<file path="src/rtl/chdiv_pkg.sv">
`timescale 1ns/1ps
// Shared types for the channel divider bank.
// Assumes: nothing beyond standard SystemVerilog.
package chdiv_pkg;
    // Phases of one channel's countdown sequencer.
    typedef enum logic [1:0] {
        ST_IDLE  = 2'd0,
        ST_DELAY = 2'd1,
        ST_HIGH  = 2'd2,
        ST_LOW   = 2'd3
    } div_state_e;
endpackage

</file>
<file path="src/rtl/chdiv_shadow.sv">
`timescale 1ns/1ps
// Captures one channel's configuration while load is high and keeps it
// steady otherwise. It also derives the start delay from the incoming
// values, so a single-cycle load is enough.
// Assumes: load is synchronous to clk.
module chdiv_shadow #(
    parameter int CW = 4
) (
    input  logic          clk,
    input  logic          rst_n,
    input  logic          load,
    input  logic [CW-1:0] in_hi,
    input  logic [CW-1:0] in_lo,
    input  logic [CW-1:0] in_po,
    input  logic          in_sh,
    input  logic          in_byp,
    input  logic          in_dcc,
    output logic [CW-1:0] hi,
    output logic [CW-1:0] lo,
    output logic          byp,
    output logic          dcc_act,
    output logic [CW:0]   ld_delay,
    output logic [3*CW+2:0] bus
);
    localparam int DW = CW + 1;

    logic [CW-1:0] po_q;
    logic          sh_q;
    logic          dcc_q;

    // Hold the settings; take new ones only while load is asserted.
    always_ff @(posedge clk) begin
        if (!rst_n) begin
            hi    <= '0;
            lo    <= '0;
            po_q  <= '0;
            sh_q  <= 1'b0;
            byp   <= 1'b0;
            dcc_q <= 1'b0;
        end else if (load) begin
            hi    <= in_hi;
            lo    <= in_lo;
            po_q  <= in_po;
            sh_q  <= in_sh;
            byp   <= in_byp;
            dcc_q <= in_dcc;
        end
    end

    // Start delay from the values being loaded: offset, plus low count + 1 when start-high.
    always_comb begin
        if (in_sh) ld_delay = {1'b0, in_po} + {1'b0, in_lo} + DW'(1);
        else       ld_delay = {1'b0, in_po};
    end

    // The stretch only applies to the odd ratio where lo = hi + 1.
    assign dcc_act = dcc_q && ({1'b0, lo} == ({1'b0, hi} + DW'(1)));

    // Flat view of the captured state for the checker.
    assign bus = {hi, lo, po_q, sh_q, byp, dcc_q};
endmodule

</file>
<file path="src/rtl/chdiv_core.sv">
`timescale 1ns/1ps
// Countdown sequencer for one channel. On sync it loads the start delay
// and holds its output low. After release it counts the delay down and
// then alternates hi+1 high cycles with lo+1 low cycles.
// Assumes: hi and lo are stable whenever sync is low.
module chdiv_core
    import chdiv_pkg::*;
#(
    parameter int CW = 4
) (
    input  logic          clk,
    input  logic          rst_n,
    input  logic          sync,
    input  logic [CW-1:0] hi,
    input  logic [CW-1:0] lo,
    input  logic [CW:0]   ld_delay,
    output logic          q
);
    localparam int DW = CW + 1;

    div_state_e    st;
    logic [DW-1:0] cnt;

    // Sequencer: delay countdown first, then high/low alternation.
    always_ff @(posedge clk) begin
        if (!rst_n) begin
            st  <= ST_IDLE;
            cnt <= '0;
            q   <= 1'b0;
        end else if (sync) begin
            st  <= ST_DELAY;
            cnt <= ld_delay;
            q   <= 1'b0;
        end else begin
            unique case (st)
                ST_IDLE: begin
                    q <= 1'b0;
                end
                ST_DELAY, ST_LOW: begin
                    if (cnt == '0) begin
                        q   <= 1'b1;
                        st  <= ST_HIGH;
                        cnt <= {1'b0, hi};
                    end else begin
                        cnt <= cnt - DW'(1);
                    end
                end
                ST_HIGH: begin
                    if (cnt == '0) begin
                        q   <= 1'b0;
                        st  <= ST_LOW;
                        cnt <= {1'b0, lo};
                    end else begin
                        cnt <= cnt - DW'(1);
                    end
                end
                default: st <= ST_IDLE;
            endcase
        end
    end
endmodule

</file>
<file path="src/rtl/chdiv_outstage.sv">
`timescale 1ns/1ps
// Output stage for one channel. It selects the raw input clock in bypass.
// Otherwise it drives the divided level, whose high phase can be extended
// by half a cycle through a falling-edge copy of it.
// Assumes: q changes only on rising clk edges.
module chdiv_outstage (
    input  logic clk,
    input  logic rst_n,
    input  logic q,
    input  logic byp,
    input  logic dcc_act,
    output logic clk_o
);
    logic q_neg;

    // Falling-edge copy of the divided level; it holds the end of high half a cycle longer.
    always_ff @(negedge clk) begin
        if (!rst_n) q_neg <= 1'b0;
        else        q_neg <= q;
    end

    // Select bypass clock or the divided level (optionally stretched).
    assign clk_o = byp ? clk : (q | (dcc_act & q_neg));
endmodule

</file>
<file path="src/rtl/chdiv_bank.sv">
`timescale 1ns/1ps
// Bank of NCH programmable clock dividers that share one sync input.
// Every channel captures its settings and restarts on the same edge, so
// the programmed delays between channels are kept.
// Assumes: sync_req and the cfg_* ports are synchronous to clk_in.
module chdiv_bank #(
    parameter int NCH = 3,
    parameter int CW  = 4
) (
    input  logic            clk_in,
    input  logic            rst_n,
    input  logic            sync_req,
    input  logic [NCH*CW-1:0] cfg_hi,
    input  logic [NCH*CW-1:0] cfg_lo,
    input  logic [NCH*CW-1:0] cfg_po,
    input  logic [NCH-1:0]  cfg_sh,
    input  logic [NCH-1:0]  cfg_byp,
    input  logic [NCH-1:0]  cfg_dcc,
    output logic [NCH-1:0]  clk_out
);
    localparam int SBW = 3 * CW + 3;

    logic [NCH-1:0]     core_q;
    logic [NCH*SBW-1:0] shadow_bus;

    for (genvar c = 0; c < NCH; c++) begin : g_ch
        logic [CW-1:0] hi, lo;
        logic          byp, dcc_act;
        logic [CW:0]   ld_delay;

        chdiv_shadow #(.CW(CW)) u_shadow (
            .clk      (clk_in),
            .rst_n    (rst_n),
            .load     (sync_req),
            .in_hi    (cfg_hi[c*CW +: CW]),
            .in_lo    (cfg_lo[c*CW +: CW]),
            .in_po    (cfg_po[c*CW +: CW]),
            .in_sh    (cfg_sh[c]),
            .in_byp   (cfg_byp[c]),
            .in_dcc   (cfg_dcc[c]),
            .hi       (hi),
            .lo       (lo),
            .byp      (byp),
            .dcc_act  (dcc_act),
            .ld_delay (ld_delay),
            .bus      (shadow_bus[c*SBW +: SBW])
        );

        chdiv_core #(.CW(CW)) u_core (
            .clk      (clk_in),
            .rst_n    (rst_n),
            .sync     (sync_req),
            .hi       (hi),
            .lo       (lo),
            .ld_delay (ld_delay),
            .q        (core_q[c])
        );

        chdiv_outstage u_out (
            .clk     (clk_in),
            .rst_n   (rst_n),
            .q       (core_q[c]),
            .byp     (byp),
            .dcc_act (dcc_act),
            .clk_o   (clk_out[c])
        );
    end
endmodule

</file>
<file path="config.mk">
export PLATFORM = sky130hd
export DESIGN_NAME = chdiv_bank
export DESIGN_NICKNAME = d
export VERILOG_FILES = /design/src/rtl/chdiv_pkg.sv /design/src/rtl/chdiv_shadow.sv /design/src/rtl/chdiv_core.sv /design/src/rtl/chdiv_outstage.sv /design/src/rtl/chdiv_bank.sv
export SDC_FILE = /design/constraint.sdc
export NUM_CORES = 1
export LEC_CHECK = 0
export CORE_AREA = 2 2 162 85
export CTS_BUF_LIST = sky130_fd_sc_hd__clkbuf_4 sky130_fd_sc_hd__clkbuf_8
export CTS_CLUSTER_DIAMETER = 50
export DETAILED_ROUTE_END_ITERATION = 8
export DIE_AREA = 0 0 164 87
export PLACE_DENSITY_LB_ADDON = 0.25
export SLEW_MARGIN = 30
export SYNTH_ARGS = -nofsm -noshare
export SYNTH_HDL_FRONTEND = slang
export SYNTH_HIERARCHICAL = 1
export SYNTH_SLANG_ARGS = --single-unit
</file>
<file path="constraint.sdc">
create_clock -name clk_in -period 3.65 [get_ports clk_in]
set_clock_uncertainty 0.1 [all_clocks]
set_input_delay 0.73 -clock clk_in [delete_from_list [all_inputs] [get_ports clk_in]]
set_output_delay 0.73 -clock clk_in [all_outputs]
set_load 0.005 [all_outputs]
</file>
==> impl_metrics.toml, run 1 <==
[layout]
final_cells = 635
areaGrowthSynthToFinish_pct = 18.2
num_antenna_cells = 0
nFillCells = 1341
final_nets = 523
finalInstanceArea_um2 = 4450
layout-drive-gt1-share_pct = 9.59

[pwr]
p_int_mw = 1.22
power.clock.fraction_pct = 36.5
power.share.switching_pct = 30.0
p_sw_uw = 524
p_leak_nw = 1.83
power_frac_comb_pct = 22.4
pwr-share-seq_pct = 41.1
irDropWorstVdd_uv = 158
pd_cells_nw_per_um2 = 393

[timing]
final_max_slew_viol_count = 0
finalWorstSetupSlack_ns = -0.0593
count_of_final_hold_check_violations = 0
worstMarginPinSlew_ns = 0.646
timing.final.setup_violations = 3
slew_headroom_pct = 56.9
rsz0062_at_grt = "yes"

[status]
outcome = "complete, but fails checks"
failed_checks = "setup timing"

[worst_setup_path]
setup.worst_path.end_class = "output port"
crit_required_ns = 2.82
crit_arrival_ns = 2.88
setup.worst_path.start_class = "flip-flop"
timing_worst_setup_path_type = "flip-flop to output port"
cp_max_fo = 1
max_stage_delay_ns = 0.30
crit_path_cell_trace = "a211oi_2 -> a21oi_2 -> buf_2"
critPathSlowestCell = "sky130_fd_sc_hd__dfxtp_1"

[synthesis]
netlist_instances = 429
mappedNetlistNets = 498
synthesis.area_um2 = 3770
synth_area_per_cell_um2 = 8.78
ys.warnings.count = 6

[clock_network]
clock_tree_from_tritoncts = "done"
cts_inserted_buffers = 9
clockRootBuffer = "sky130_fd_sc_hd__clkbuf_8"
clkTransAtPathRegs_ns = 0.07
cts_htree_levels = 3
clock_insertion_delay_worst_skew_ns = 0.34
clockBufferDepth = 2
hold_buf_count_cts = 0

[route]
remaining_drc_errors = 0
dr.first_iter.drc_count = 159
postRouteWirelength_um = 8270
vias = 2972
postRouteAntennaNets = 0
detail_route.first_pass.iterations = 4
avgRoutedWirePerCell_um = 13.0
vias_per_cell = 4.68

[run]
max-cap-violations = 0

[global_route]
global_route_wire_length_before_repair_um = 14000
grt-ovfl-total = 0
gr-usage-all-layers_pct = 12.5
vias_in_the_first_global_route = 2902
grt_antenna_before_repair = 0
largest_net_degree_at_the_start_of_global_routing = 35

[placement]
post-place-cells = 616
routabilityCongestion = 0.783
place_hpwl_um = 6340
numPortBuffers = 50
cell_area_after_placement_um2 = 4250

[die]
die_y_um = 87
floorplan.io_pins = 51
core_area_um2 = 13000
die_area_um2 = 14300
initial_core_utilization_pct = 28.9
placement_rows = 30
die_w_um = 164

[min_path]
hp-class = "flip-flop to flip-flop"
## worst paths after layout
path | from | endpoint | slack (ns) | cells past startpoint
hold / removal | g_ch[1].u_shadow/dcc_q | g_ch[1].u_shadow/dcc_q | 0.43 | 2
setup reg to reg | g_ch[0].u_core/q | g_ch[0].u_out/q_neg | 1.19 | 1
hold reg to reg | g_ch[1].u_shadow/dcc_q | g_ch[1].u_shadow/dcc_q | 0.43 | 2
setup / recovery | g_ch[0].u_out/q_neg | clk_out[0] | -0.06 | 3
## registers in the layout, indices dropped and copies added, names as in the netlist
| register | count |
|---|---|
| g_ch.u_core/cnt | 15 |
| g_ch.u_shadow/hi | 12 |
| g_ch.u_shadow/lo | 12 |
| g_ch.u_core/st | 6 |
| g_ch.u_core/q | 3 |
| g_ch.u_out/q_neg | 3 |
| g_ch.u_shadow/byp | 3 |
| g_ch.u_shadow/dcc_q | 3 |
## area by class of cell
cell class / instances / area [µm²] / share of cell area [%]
Timing Repair Buffer: 53 / 510 / 11.5
Sequential cell: 57 / 1140 / 25.7
Clock buffer: 14 / 160 / 3.60
Tap cell: 176 / 220 / 4.95
Clock inverter: 11 / 77.6 / 1.74
Inverter: 18 / 67.6 / 1.52
Multi-Input combinational cell: 306 / 2270 / 51.1
## worst max-delay path: cells and delay by family (launching register included)
| family | cells | cell delay (ns) |
|---|---|---|
| buffers and inverters | 1 | 0.13 |
| DFF | 1 | 0.30 |
| AOI/OAI and AO/OA | 2 | 0.24 |
## power by group through the flow
stage	combinational, mW	sequential [mW]	clock (mW)
after floorplan	0.300	0.716	0.0202
after global placement	0.382	0.729	0.0270
after detailed placement	0.392	0.731	0.0270
after CTS	0.395	0.718	0.662
after global routing	0.442	0.727	0.691
final	0.391	0.719	0.638
## placed cells by master, fill, tap and decap left out, drive strengths merged
cell / instances
o21ai: 27
nor4b: 3
o21a: 12
bufinv: 2
mux2i: 36
buf: 10
nor2: 15
ha: 18
clkbuf: 11
or4b: 6
a221o: 3
and2: 6
a211oi: 3
nor3: 9
clkdlybuf4s50: 46
nand3: 6
nor2b: 42
nand2b: 12
o31ai: 3
nand2: 18
nor3b: 3
inv: 24
o311ai: 3
a21oi: 24
a31o: 3
o311a: 3
dfxtp: 57
clkinvlp: 2
a31oi: 9
fa: 3
xnor2: 15
nand4: 3
or3: 6
clkinv: 1
xor2: 6
mux2: 9
## per-stage QoR
step	setup WS (ns)	util, %	total power, mW	TNS (ns)	hold WS (ns)
after floorplan	0.488	-	1.04	0	0.382
after global placement	0.0264	32.6	1.14	0	0.416
after detailed placement	0.0140	32.6	1.15	0	0.425
after CTS	-0.133	34.2	1.77	-0.302	0.435
after global routing	-0.114	34.2	1.86	-0.318	0.469
final	-0.0593	34.2	1.75	-0.131	0.431
## routing by layer
layer / share of wire, % / GRT usage [%] / vias up
met5: 0 / 0 / -
met2: 39 / 17.5 / 43
li1: - / - / 1529
met3: 3.9 / 3.43 / 10
met1: 55 / 17.9 / 1390
met4: 1.3 / 5.10 / 0
## timing repair
action / in CTS / in global routing
gates cloned: 0 / 0
pin swaps: 2 / 2
buffers inserted: 0 / 0
gates resized for setup: 15 / 0
endpoints found under the setup margin: 3 / 3
(Power assumes the default switching activity.)
==> inputs of run 2 (changes only) <==
- CORE_AREA: 2 2 162 85 -> 2 2 136 72
- DIE_AREA: 0 0 164 87 -> 0 0 138 74
==> impl_metrics.toml, run 2 (synthesized netlist as in run 1, its figures left out) <==
[status]
outcome = "complete, but fails checks"
failed_checks = "setup timing"

[worst_setup_path]
crit_required_ns = 2.82
setup.worst_path.start_class = "flip-flop"
timing_worst_setup_path_type = "flip-flop to output port"
cp_max_fo = 1
setup.worst_path.end_class = "output port"
crit_arrival_ns = 2.90

[placement]
numPortBuffers = 50
routabilityCongestion = 0.845
place_worst_setup_slack_ns = 0.00698
cell_area_after_placement_um2 = 4190
place_hpwl_um = 6100

[layout]
areaGrowthSynthToFinish_pct = 16.8
layout-drive-gt1-share_pct = 8.93
mostFrequentLayoutCells = "55 x sky130_fd_sc_hd__dfxtp_1, 46 x sky130_fd_sc_hd__clkdlybuf4s50_1, 39 x sky130_fd_sc_hd__nor2b_1, 36 x sky130_fd_sc_hd__mux2i_1, 26 x sky130_fd_sc_hd__inv_1"
num_antenna_cells = 0
largest_reg_flops = 15
largest_register = "g_ch.u_core/cnt"
final_nets = 523
layout_commonest_cell = "sky130_fd_sc_hd__dfxtp_1"
finalInstanceArea_um2 = 4400
largestRegisters = "g_ch.u_core/cnt x15, g_ch.u_shadow/hi x12, g_ch.u_shadow/lo x12"

[clock_network]
cts_inserted_buffers = 9
clock_insertion_delay_worst_skew_ns = 0.35
clock_tree_from_tritoncts = "done"
clkTransAtPathRegs_ns = 0.07
cts_htree_levels = 3
clockRootBuffer = "sky130_fd_sc_hd__clkbuf_8"
post_cts_buffers = 0
clockBufferDepth = 2
hold_buf_count_cts = 0

[pwr]
power.share.switching_pct = 29.2
power_frac_comb_pct = 22.0
power.clock.fraction_pct = 37.8
p_sw_uw = 523
p_leak_nw = 1.84
irDropWorstVdd_uv = 171
pd_cells_nw_per_um2 = 406
p_int_mw = 1.26
pwr-share-seq_pct = 40.2

[global_route]
gr-usage-all-layers_pct = 16.7
grt-ovfl-total = 0
vias_in_the_first_global_route = 2788
largest_net_degree_at_the_start_of_global_routing = 44
global_route_wire_length_before_repair_um = 13600
grt_antenna_before_repair = 0

[die]
die_y_um = 74
die_area_um2 = 10200
core_area_um2 = 9070
initial_core_utilization_pct = 41.5
die_w_um = 138
placement_rows = 25
floorplan.io_pins = 51

[route]
vias = 3005
postRouteAntennaNets = 0
detail_route.first_pass.iterations = 4
vias_per_cell = 5.18
dr.first_iter.drc_count = 155
avgRoutedWirePerCell_um = 13.9
postRouteWirelength_um = 8080
remaining_drc_errors = 0

[timing]
count_of_final_hold_check_violations = 0
final_max_slew_viol_count = 0
rsz0062_at_grt = "yes"
finalWorstSetupSlack_ns = -0.0799
slew_headroom_pct = 39.3
timing.final.setup_violations = 3
worstMarginPinSlew_ns = 0.911

[min_path]
hp-class = "flip-flop to flip-flop"

[run]
max-cap-violations = 0
==> run 2: per-stage QoR <==
step           std cells  TNS (ns)  hold slack, ns  util [%]  power [mW]
2_1_floorplan        429         0           0.382         -        1.04
3_3_place_gp         561         0           0.409      46.2        1.14
3_5_place_dp         561         0           0.415      46.2        1.15
4_1_cts              580    -0.271           0.436      48.5        1.81
5_1_grt              580    -0.322           0.454      48.5        1.90
6_report             580    -0.134           0.430      48.5        1.79
==> run 2: path summary, 6_finish.rpt <==
check / startpoint / to / slack, ns / cells past startpoint
max: g_ch[0].u_out/q_neg / clk_out[0] / -0.08 / 3
min: g_ch[2].u_shadow/dcc_q / g_ch[2].u_shadow/dcc_q / 0.43 / 2
max reg2reg: g_ch[2].u_core/q / g_ch[2].u_out/q_neg / 1.18 / 1
min reg2reg: g_ch[2].u_shadow/dcc_q / g_ch[2].u_shadow/dcc_q / 0.43 / 2
==> run 2: per-layer routing <==
layer | part of all wire (%) | GRT usage (%) | vias to the layer above
met4 | 1.0 | 5.56 | 0
met2 | 39 | 23.4 | 62
li1 | - | - | 1527
met3 | 5.4 | 5.86 | 9
met5 | 0 | 0 | -
met1 | 55 | 23.8 | 1407
==> run 2: layout make-up <==
cell class | count | area, µm²
repair buffers | 53 | 523
clock buffers | 12 | 139
flip-flops and latches | 57 | 1140
clock inverters | 13 | 105
multi-input cells | 306 | 2270
inverters | 18 | 67.6
fillers | 870 | 4670
well taps | 121 | 151
==> run 2: worst max-delay path, cell delays in order (launching register included) <==
cell and delay [ns]:
sky130_fd_sc_hd__dfxtp_2 0.31, sky130_fd_sc_hd__a211oi_2 0.19, sky130_fd_sc_hd__a21oi_2 0.07, sky130_fd_sc_hd__buf_2 0.13
==> run 2: timing repair <==
action / 4_1_cts / 5_1_grt
setup endpoints to repair: 3 / 3
pin swaps: 1 / 1
endpoints found under the hold margin: 0 / 0
gates resized for setup: 14 / 1
==> run 2: power by group through the flow <==
stage	registers, mW	logic [mW]	clock network [mW]
finish	0.719	0.394	0.675
global route	0.727	0.442	0.731
CTS	0.718	0.395	0.700
detailed placement	0.731	0.392	0.0270
global placement	0.729	0.383	0.0270
floorplan	0.716	0.300	0.0202
==> inputs of run 3 (changes only) <==
- CAP_MARGIN: not set -> 20
- CTS_CLUSTER_SIZE: not set -> 8
==> results of run 3 <==
No change in the layout: final DEF, timing and power equal those of run 2.
